<file path="src/rtl/ts_fmt_pkg.sv">
package ts_fmt_pkg;

  typedef enum logic [1:0] {
    IF_FREE    = 2'b00,
    IF_GATED   = 2'b01,
    IF_PERBYTE = 2'b10,
    IF_SERIAL  = 2'b11
  } ifSel_e;

  // Per-cycle strobes from control to datapath
  typedef struct packed {
    logic   load;    // byte accepted this cycle
    logic   isSync;  // accepted byte opens a packet
    logic   uncor;   // byte belongs to an uncorrectable packet
    logic   setTei;  // force header error bit on this byte
    logic   mask;    // replace byte with null, drop enable/sync
    logic   shift;   // advance serial shifter (not last bit)
    ifSel_e ifSel;   // interface in force for this cycle
  } fmtStrobe_t;

endpackage

</file>
<file path="src/rtl/ts_fmt_ctrl.sv">
module ts_fmt_ctrl
  import ts_fmt_pkg::*;
#(
  parameter int unsigned DATA_W    = 8,
  parameter logic [7:0]  SYNC_BYTE = 8'h47
) (
  input  logic              clk,
  input  logic              rstN,
  input  logic              inValid,
  input  logic              inSop,
  input  logic              inUncor,
  input  logic [DATA_W-1:0] inByte,
  input  logic              cfgMark,
  input  logic [1:0]        cfgIfSel,
  output logic              inReady,
  output logic              syncErr,
  output fmtStrobe_t        strb
);

  localparam int unsigned CNT_W = $clog2(DATA_W);
  localparam logic [CNT_W-1:0] LAST_BIT = CNT_W'(DATA_W - 1);

  ifSel_e           activeIf;
  logic             activeMark;
  logic             pktUncor;
  logic             afterSop;
  logic             busy;
  logic [CNT_W-1:0] bitCnt;
  logic             syncErrQ;

  logic   lastBit, accept, startNow, effMark, effUncor;
  ifSel_e effIf;

  always_comb begin
    lastBit  = busy && (bitCnt == LAST_BIT);
    inReady  = !busy || lastBit;
    accept   = inValid && inReady;
    startNow = accept && inSop;
    effIf    = startNow ? ifSel_e'(cfgIfSel) : activeIf;
    effMark  = startNow ? cfgMark : activeMark;
    effUncor = startNow ? inUncor : pktUncor;

    strb.load   = accept;
    strb.isSync = startNow;
    strb.uncor  = effUncor;
    strb.setTei = accept && afterSop && !inSop && effUncor && effMark;
    strb.mask   = effUncor && !effMark;
    strb.shift  = busy && !lastBit;
    strb.ifSel  = effIf;
  end

  assign syncErr = syncErrQ;

  // Packet-level configuration captured at start bytes
  always_ff @(posedge clk or negedge rstN) begin
    if (!rstN) begin
      activeIf   <= IF_FREE;
      activeMark <= 1'b0;
      pktUncor   <= 1'b0;
      afterSop   <= 1'b0;
      syncErrQ   <= 1'b0;
    end else begin
      if (startNow) begin
        activeIf   <= ifSel_e'(cfgIfSel);
        activeMark <= cfgMark;
        pktUncor   <= inUncor;
        if (inByte[7:0] != SYNC_BYTE) syncErrQ <= 1'b1;
      end
      if (accept) afterSop <= inSop;
    end
  end

  // Serial bit sequencing
  always_ff @(posedge clk or negedge rstN) begin
    if (!rstN) begin
      busy   <= 1'b0;
      bitCnt <= '0;
    end else if (accept && (effIf == IF_SERIAL)) begin
      busy   <= 1'b1;
      bitCnt <= '0;
    end else if (lastBit) begin
      busy   <= 1'b0;
      bitCnt <= '0;
    end else if (busy) begin
      bitCnt <= bitCnt + 1'b1;
    end
  end

  AST_SERIAL_BLOCKS_INPUT: assert property (@(posedge clk) disable iff (!rstN)
    (accept && effIf == IF_SERIAL) |=> !inReady);

  AST_SYNC_ERR_STICKY: assert property (@(posedge clk) disable iff (!rstN)
    syncErrQ |=> syncErrQ);

endmodule

</file>
<file path="src/rtl/ts_fmt_datapath.sv">
module ts_fmt_datapath
  import ts_fmt_pkg::*;
#(
  parameter int unsigned DATA_W    = 8,
  parameter logic [7:0]  NULL_BYTE = 8'hFF
) (
  input  logic              clk,
  input  logic              rstN,
  input  logic [DATA_W-1:0] inByte,
  input  fmtStrobe_t        strb,
  output logic [DATA_W-1:0] outData,
  output logic              outEn,
  output logic              outSync,
  output logic              outUncor,
  output logic              outClkEn
);

  localparam logic [DATA_W-1:0] TEI_BIT  = {1'b1, {(DATA_W-1){1'b0}}};
  localparam logic [DATA_W-1:0] NULL_VAL = DATA_W'(NULL_BYTE);
  localparam logic [DATA_W-2:0] UPPER_0  = '0;

  logic [DATA_W-1:0] fmtByte;
  logic [DATA_W-1:0] shReg;
  logic              holdEn;
  logic              holdUncor;

  always_comb begin
    if (strb.mask)        fmtByte = NULL_VAL;
    else if (strb.setTei) fmtByte = inByte | TEI_BIT;
    else                  fmtByte = inByte;
  end

  always_ff @(posedge clk or negedge rstN) begin
    if (!rstN) begin
      outData   <= '0;
      outEn     <= 1'b0;
      outSync   <= 1'b0;
      outUncor  <= 1'b0;
      outClkEn  <= 1'b0;
      shReg     <= '0;
      holdEn    <= 1'b0;
      holdUncor <= 1'b0;
    end else if (strb.load) begin
      outUncor <= strb.uncor;
      outEn    <= !strb.mask;
      outSync  <= strb.isSync && !strb.mask;
      if (strb.ifSel == IF_SERIAL) begin
        outData   <= {UPPER_0, fmtByte[DATA_W-1]};
        shReg     <= {fmtByte[DATA_W-2:0], 1'b0};
        holdEn    <= !strb.mask;
        holdUncor <= strb.uncor;
        outClkEn  <= 1'b1;
      end else begin
        outData  <= fmtByte;
        outClkEn <= (strb.ifSel == IF_GATED) ? !strb.mask : 1'b1;
      end
    end else if (strb.shift) begin
      outData  <= {UPPER_0, shReg[DATA_W-1]};
      shReg    <= {shReg[DATA_W-2:0], 1'b0};
      outSync  <= 1'b0;
      outEn    <= holdEn;
      outUncor <= holdUncor;
      outClkEn <= 1'b1;
    end else begin
      outEn    <= 1'b0;
      outSync  <= 1'b0;
      outUncor <= 1'b0;
      outClkEn <= (strb.ifSel == IF_FREE);
    end
  end

  AST_SYNC_NEEDS_EN: assert property (@(posedge clk) disable iff (!rstN)
    outSync |-> outEn);

  AST_MASKED_IS_ONES: assert property (@(posedge clk) disable iff (!rstN)
    (outUncor && !outEn) |-> outData[0]);

  AST_SERIAL_UPPER_ZERO: assert property (@(posedge clk) disable iff (!rstN)
    (strb.load && strb.ifSel == IF_SERIAL) |=> (outData[DATA_W-1:1] == UPPER_0));

  AST_SERIAL_CLKEN: assert property (@(posedge clk) disable iff (!rstN)
    strb.shift |=> outClkEn);

endmodule

</file>
<file path="src/rtl/ts_out_formatter.sv">
module ts_out_formatter
  import ts_fmt_pkg::*;
#(
  parameter int unsigned DATA_W    = 8,
  parameter logic [7:0]  SYNC_BYTE = 8'h47,
  parameter logic [7:0]  NULL_BYTE = 8'hFF
) (
  input  logic              clk,
  input  logic              rstN,
  input  logic              inValid,
  input  logic              inSop,
  input  logic              inUncor,
  input  logic [DATA_W-1:0] inByte,
  input  logic              cfgMark,
  input  logic [1:0]        cfgIfSel,
  output logic              inReady,
  output logic [DATA_W-1:0] outData,
  output logic              outEn,
  output logic              outSync,
  output logic              outUncor,
  output logic              outClkEn,
  output logic              syncErr
);

  fmtStrobe_t strb;

  ts_fmt_ctrl #(
    .DATA_W   (DATA_W),
    .SYNC_BYTE(SYNC_BYTE)
  ) uCtrl (
    .clk     (clk),
    .rstN    (rstN),
    .inValid (inValid),
    .inSop   (inSop),
    .inUncor (inUncor),
    .inByte  (inByte),
    .cfgMark (cfgMark),
    .cfgIfSel(cfgIfSel),
    .inReady (inReady),
    .syncErr (syncErr),
    .strb    (strb)
  );

  ts_fmt_datapath #(
    .DATA_W   (DATA_W),
    .NULL_BYTE(NULL_BYTE)
  ) uData (
    .clk     (clk),
    .rstN    (rstN),
    .inByte  (inByte),
    .strb    (strb),
    .outData (outData),
    .outEn   (outEn),
    .outSync (outSync),
    .outUncor(outUncor),
    .outClkEn(outClkEn)
  );

endmodule

</file>
<file path="config.mk">
export PLATFORM = sky130hd
export DESIGN_NAME = ts_out_formatter
export DESIGN_NICKNAME = d
export VERILOG_FILES = /design/src/rtl/ts_fmt_pkg.sv /design/src/rtl/ts_fmt_ctrl.sv /design/src/rtl/ts_fmt_datapath.sv /design/src/rtl/ts_out_formatter.sv
export SDC_FILE = /design/constraint.sdc
export NUM_CORES = 1
export LEC_CHECK = 0
export CAP_MARGIN = 40
export CORE_MARGIN = 1
export CORE_UTILIZATION = 45
export CTS_CLUSTER_SIZE = 20
export DETAILED_ROUTE_END_ITERATION = 8
export GPL_TIMING_DRIVEN = 0
export PLACE_DENSITY = 0.83
export SYNTH_ARGS = -nofsm -noshare
export SYNTH_HDL_FRONTEND = slang
export SYNTH_SLANG_ARGS = --single-unit
</file>
<file path="constraint.sdc">
create_clock -name clk -period 2.66 [get_ports clk]
set_input_delay 0.665 -clock clk [delete_from_list [all_inputs] [get_ports clk]]
set_output_delay 0.665 -clock clk [all_outputs]
set_load 0.01 [all_outputs]
</file>
==> results of run 1 <==
-- cell type report --
type                    instances  area (sq um)
fillers                       300          1200
flip-flops and latches         31           776
multi-input cells              90           601
repair buffers                 29           307
well taps                      44          55.1
inverters                      13          48.8
clock buffers                   7          45.0
plain buffers                   2          12.5
clock inverters                 1          5.00
-- registers in the layout (all words and copies together) (netlist names), 2 cells and up --
register,count
uCtrl.bitCnt,3
uData.outData,8
uData.shReg,7
uCtrl.activeIf,2
-- report_power, final --
| part | leakage, nW | total (mW) | internal, mW | switching, mW |
|---|---|---|---|---|
| registers | 0.376 | 0.784 | 0.674 | 0.110 |
| clock network | 0.0293 | 0.256 | 0.103 | 0.153 |
| logic | 0.463 | 0.894 | 0.415 | 0.479 |
-- per-layer routing --
layer  share of wire  vias to the layer above
li1                -                      546
met1            0.43                      551
met2            0.50                       30
met3           0.041                        9
met4           0.024                        0
met5               0                        -
-- cell usage after synthesis, types with 2 or more instances --
master	instances
nand3_1	3
nor2b_1	3
inv_1	11
nand2_1	22
ha_1	2
dfrtp_1	31
nor2_1	3
o22ai_1	6
and2_1	2
o211ai_1	2
o21ai_0	11
a21o_1	2
inv_2	2
a21oi_1	4
mux2i_1	10
-- final timing paths --
| check | from | endpoint | depth (start not counted) |
|---|---|---|---|
| setup reg to reg | uCtrl.bitCnt[0] | uData.shReg[2] | 8 |
| hold / removal | uCtrl.syncErr | uCtrl.syncErr | 1 |
| setup / recovery | uCtrl.bitCnt[0] | inReady | 5 |
| hold reg to reg | uCtrl.syncErr | uCtrl.syncErr | 1 |
| max in group asynchronous | rstN | uCtrl.activeIf[1] | 2 |
| min in group asynchronous | rstN | uData.outData[5] | 1 |
-- stage by stage --
step | total power, mW | hold slack [ns] | worst slack (ns) | util
2_1_floorplan | 1.35 | 0.369 | 0.751 | -
3_3_place_gp | 1.64 | 0.454 | 0.229 | 0.581
4_1_cts | 1.94 | 0.475 | 0.119 | 0.606
5_1_grt | 2.07 | 0.497 | 0.0732 | 0.606
3_5_place_dp | 1.69 | 0.455 | 0.200 | 0.590
6_report | 1.93 | 0.467 | 0.141 | 0.606
-- critical path: stages (launching register included) --
cell and delay [ns]:
dfrtp_1 0.41, ha_1 0.21, ha_1 0.18, and2b_4 0.31, inv_2 0.12, dlygate4sd2_1 0.30
-- cell families (layout without fill, tap and decap cells) --
logic type      after synthesis  after routing  synth area share
compound gates               35             35             0.164
fa+ha+maj                     2              2            0.0174
buf+inv                      15             52            0.0426
flops                        31             31             0.540
mux                          12             12            0.0870
simple gates                 41             41             0.150
-- timing repair --
action / CTS / global route
resized for setup: 1 / 0
endpoints found under the hold margin: 0 / 0
endpoints found under the setup margin: 1 / 0
==> impl_results.md, run 1 <==
* Status: complete, no violations
* Slew HR at 0.460
* Dpl cells at 209
* Min-Delay Path Class: flip-flop to flip-flop
* Post-layout min period at 2.52 ns
* GPL Wtd Cong at 0.834
* Clock transition at path regs at 0.09 ns
* DR pass1 iterations at 4
* CP Class: flip-flop to output port
* I/O Buffers at 28
* Count of cell types in the netlist at 37
* Number of global-route vias before repair at 1,219
* Placed cell areas at 1800 sq um
* Core area at 3050 sq um
* Detailed Route WL at 3160 um
* Final hold vios at 0
* # Post-CTS Setup Buffers at 0
* Yosys top cell area share at 0.540
* Initial DRC Count at 40
* EDFF count, synth at 0
* Largest net degree at the start of global routing at 17
* Power Density at 1050 nW/um^2
* Worst endpoint data arrival time at 1.85 ns
* Antenna viol nets, final at 0
* Register area share after synthesis at 0.540
* M3 GR Usage at 0.0396
* R2r setup slk at 0.51 ns
* Met1 Use GR at 0.243
* DIE HEIGHT at 58.5 um
* Top FF cell, synth: dfrtp_1
* Max Transition Viols Final at 0
* Busiest layer in global routing: met2
* Met2 track utilization from global routing at 0.369
* Leak pwr at 0.868 nW
* DRC violations left at 0
* First-pass GRT wire length at 5240 um
* CTS tree: done
* Clk Latency, worst-skew pair at 0.33 ns
* Maximum vdd drop at 547 uV
* CTS HTree Levels at 2
* Die width at 58.5 um
* Detailed placer's ending HPWL at 2410 um
* Nets at 190
* Worst Skew at 0.00564 ns
* Finished layout cell area at 1850 sq um
* Starting Density at 0.471
* Full die area at 3420 sq um
* Total track usage at 0.207
* Synthesized area at 1440 sq um
* Maximum capacitance violations at 0
* Vias at 1,136
* Detailed-route vias per instance at 5.24
* Global route total overflow at 0
* CP Data Required Time at 2.00 ns
* CP Max Fanout at 7
* Row cnt at 20
* RSZ-0062 raised after global routing: false
* Highest-count cells in the layout ignoring fill and taps: 31 x dfrtp_1, 27 x clkdlybuf4s50_1, 22 x nand2_1, 11 x inv_1, 11 x o21ai_0
* Ports at 30
* Initial antenna violation count at 0
* Clock Sinks at 31
* Synth warn at 0
* Flops & latches, synth at 31
* Inserted Diodes at 0
* Post-route clock period utilization at 0.947
* Count of final setup violators at 0
* CTS max path bufs at 2
* Layout area overhead at 28.6%
* Layout cells sized above 1 at 0.116
* TritonCTS Buffers at 5
* Post-Layout Cell Count at 217
* Mapped Nets at 154
* Cell taking the most area after synthesis: dfrtp_1
* CP startpoint kind: flip-flop
* Max frequency at 0.397 GHz
* WL/cell at 14.6 um
* CTS Hold Bufs at 0
* Worst slew pin tran at 0.808 ns
* Clk root buf: clkbuf_4
* Commonest non-fill, non-tap cell in the layout: dfrtp_1
* Setup tns final at 0 ns
* Top post-synthesis cells by area: dfrtp_1 54%, mux2i_1 7.0%, nand2_1 5.7%
* Post-Syn Instances at 136
* Worst setup EP type: output port
* Mean cell area of the mapped netlist at 10.6 sq um
* Async SR Flop Fraction at 1.00
No activity file was read; power rests on OpenSTA's default activity.
==> run 2: changes to the inputs <==
Clock period 2.66 ns to 2.9 ns, I/O delays scaled along.
==> run 2 against run 1 <==
Effect of this change: sequential power down 8.3%; non-clock buffer count unchanged; critical path depth unchanged; first-iteration DRC count unchanged; routed wire length about the same; combinational power down 7.6%; register-to-register slack better by 0.24 ns; sequential cell count unchanged; clock power down 8.2%; largest power group unchanged.
==> impl_results.md, run 2 (synthesis results as in run 1) <==
* Post-Layout Cell Count at 217
* CTS HTree Levels at 2
* Worst endpoint data arrival time at 2.05 ns
* Count of final setup violators at 0
* Commonest non-fill, non-tap cell in the layout: dfrtp_1
* Global route total overflow at 0
* Crit path cell chain: ha_1, ha_1, and2b_4, inv_2, clkdlybuf4s50_1
* Clk root buf: clkbuf_4
* Detailed Route WL at 3160 um
* Max Transition Viols Final at 0
* Largest registers: uData.outData x8, uData.shReg x7, uCtrl.bitCnt x3
* Vias at 1,136
* Finished layout cell area at 1850 sq um
* CTS max path bufs at 2
* Core area at 3050 sq um
* Clk Latency, worst-skew pair at 0.33 ns
* Worst Skew at 0.00564 ns
* Multi-input gate area at 601 sq um
* CP Data Required Time at 2.17 ns
* Number of global-route vias before repair at 1,219
* Cell mode on critical path: ha_1
* Clock transition at path regs at 0.09 ns
* Inserted Diodes at 0
* Ports at 30
* I/O Buffers at 28
* Setup tns final at 0 ns
* First-pass GRT wire length at 5240 um
* CP max-delay cell: clkdlybuf4s50_1
* Full die area at 3420 sq um
* Dpl cells at 209
* Max frequency at 0.361 GHz
* Total track usage at 0.207
* RSZ-0062 raised after global routing: false
* Largest net degree at the start of global routing at 17
* GPL Wtd Cong at 0.834
* Net Sw Frac at 0.382
* Nets at 190
* Initial DRC Count at 40
* Placed cell areas at 1800 sq um
* Max FFs per register at 8
* Initial antenna violation count at 0
* Starting Density at 0.471
* Slew HR at 0.460
* Highest-count cells in the layout ignoring fill and taps: 31 x dfrtp_1, 28 x clkdlybuf4s50_1, 22 x nand2_1, 11 x inv_1, 11 x o21ai_0
* Antenna viol nets, final at 0
* CTS-repair resized insts at 0
* Layout area overhead at 28.7%
* Maximum capacitance violations at 0
* # Post-CTS Setup Buffers at 0
* DR pass1 iterations at 4
* Detailed-route vias per instance at 5.24
* Worst setup EP type: output port
* Layout fillers at 300
* Clock Sinks at 31
* Comb pwr share at 0.464
* Final hold vios at 0
* Internal power at 1.10 mW
* Total power at 1.78 mW
* Status: complete, no violations
* Reg with most FFs: uData.outData
* Maximum vdd drop at 505 uV
* DIE HEIGHT at 58.5 um
* Sequential share of power at 0.404
* DRC violations left at 0
* Sequential Area at 776 sq um
* CP Class: flip-flop to output port
* Row cnt at 20
* WL/cell at 14.6 um
* Worst slew pin tran at 0.808 ns
* Leak pwr at 0.866 nW
* CP Max Fanout at 7
* Detailed placer's ending HPWL at 2410 um
* CP startpoint kind: flip-flop
* CTS Hold Bufs at 0
* Post-route clock period utilization at 0.956
* CP peak stage delay at 0.49 ns
* TritonCTS Buffers at 5
* Power Density at 962 nW/um^2
* Post-layout min period at 2.77 ns
* Die width at 58.5 um
* Clock power share at 0.132
* Min-Delay Path Class: flip-flop to flip-flop
* CTS tree: done
* Layout cells sized above 1 at 0.116
* Net Switching at 0.681 mW
run 2: cell types whose count changed in the layout (fill, tap and decap cells not counted):
cell and change:
clkdlybuf4s50_1 +1, dlygate4sd2_1 -1
run 2: power by group through the flow:
stage	logic, mW	registers [mW]	clock network [mW]
floorplan	0.504	0.732	0
global route	0.904	0.735	0.263
global placement	0.789	0.713	0
finish	0.826	0.719	0.235
CTS	0.831	0.718	0.240
detailed placement	0.827	0.726	0
run 2: path summary, 6_finish.rpt:
kind                                 startpoint           endpoint  slack, ns  depth (start not counted)
min in group asynchronous                  rstN   uData.outData[5]       0.86                          1
worst max-delay path            uCtrl.bitCnt[0]            inReady       0.13                          5
worst min-delay path              uCtrl.syncErr      uCtrl.syncErr       0.47                          1
max in group asynchronous                  rstN  uCtrl.activeIf[1]       1.49                          2
worst max register to register  uCtrl.bitCnt[0]     uData.shReg[2]       0.75                          8
worst min register to register    uCtrl.syncErr      uCtrl.syncErr       0.47                          1
run 2: metal layers:
layer | vias up | share of wire | GRT usage
met5 | - | 0 | 0
met1 | 551 | 0.43 | 0.243
met4 | 0 | 0.024 | 0.0918
met3 | 9 | 0.041 | 0.0396
met2 | 30 | 0.50 | 0.369
li1 | 546 | - | -
run 2: layout make-up:
class                           count  share of cell area
Buffer                              2             0.00676
Clock buffer                        7              0.0243
Clock inverter                      1             0.00270
Inverter                           13              0.0264
Multi-Input combinational cell     90               0.325
Sequential cell                    31               0.419
Tap cell                           44              0.0297
Timing Repair Buffer               29               0.166
run 2: worst max-delay path: cells and delay by family (launching register included):
kind | cells | cell delay [ns]
adder cells (fa/ha/maj) | 2 | 0.39
flip-flops | 1 | 0.41
AND/OR/NAND/NOR | 1 | 0.31
buffers and inverters | 2 | 0.61
run 2: through the flow:
stage	worst slack, ns	hold slack, ns	util
global placement	0.409	0.454	0.581
finish	0.128	0.467	0.606
CTS	0.106	0.475	0.606
detailed placement	0.380	0.455	0.590
global route	0.0575	0.497	0.606
floorplan	0.931	0.429	-
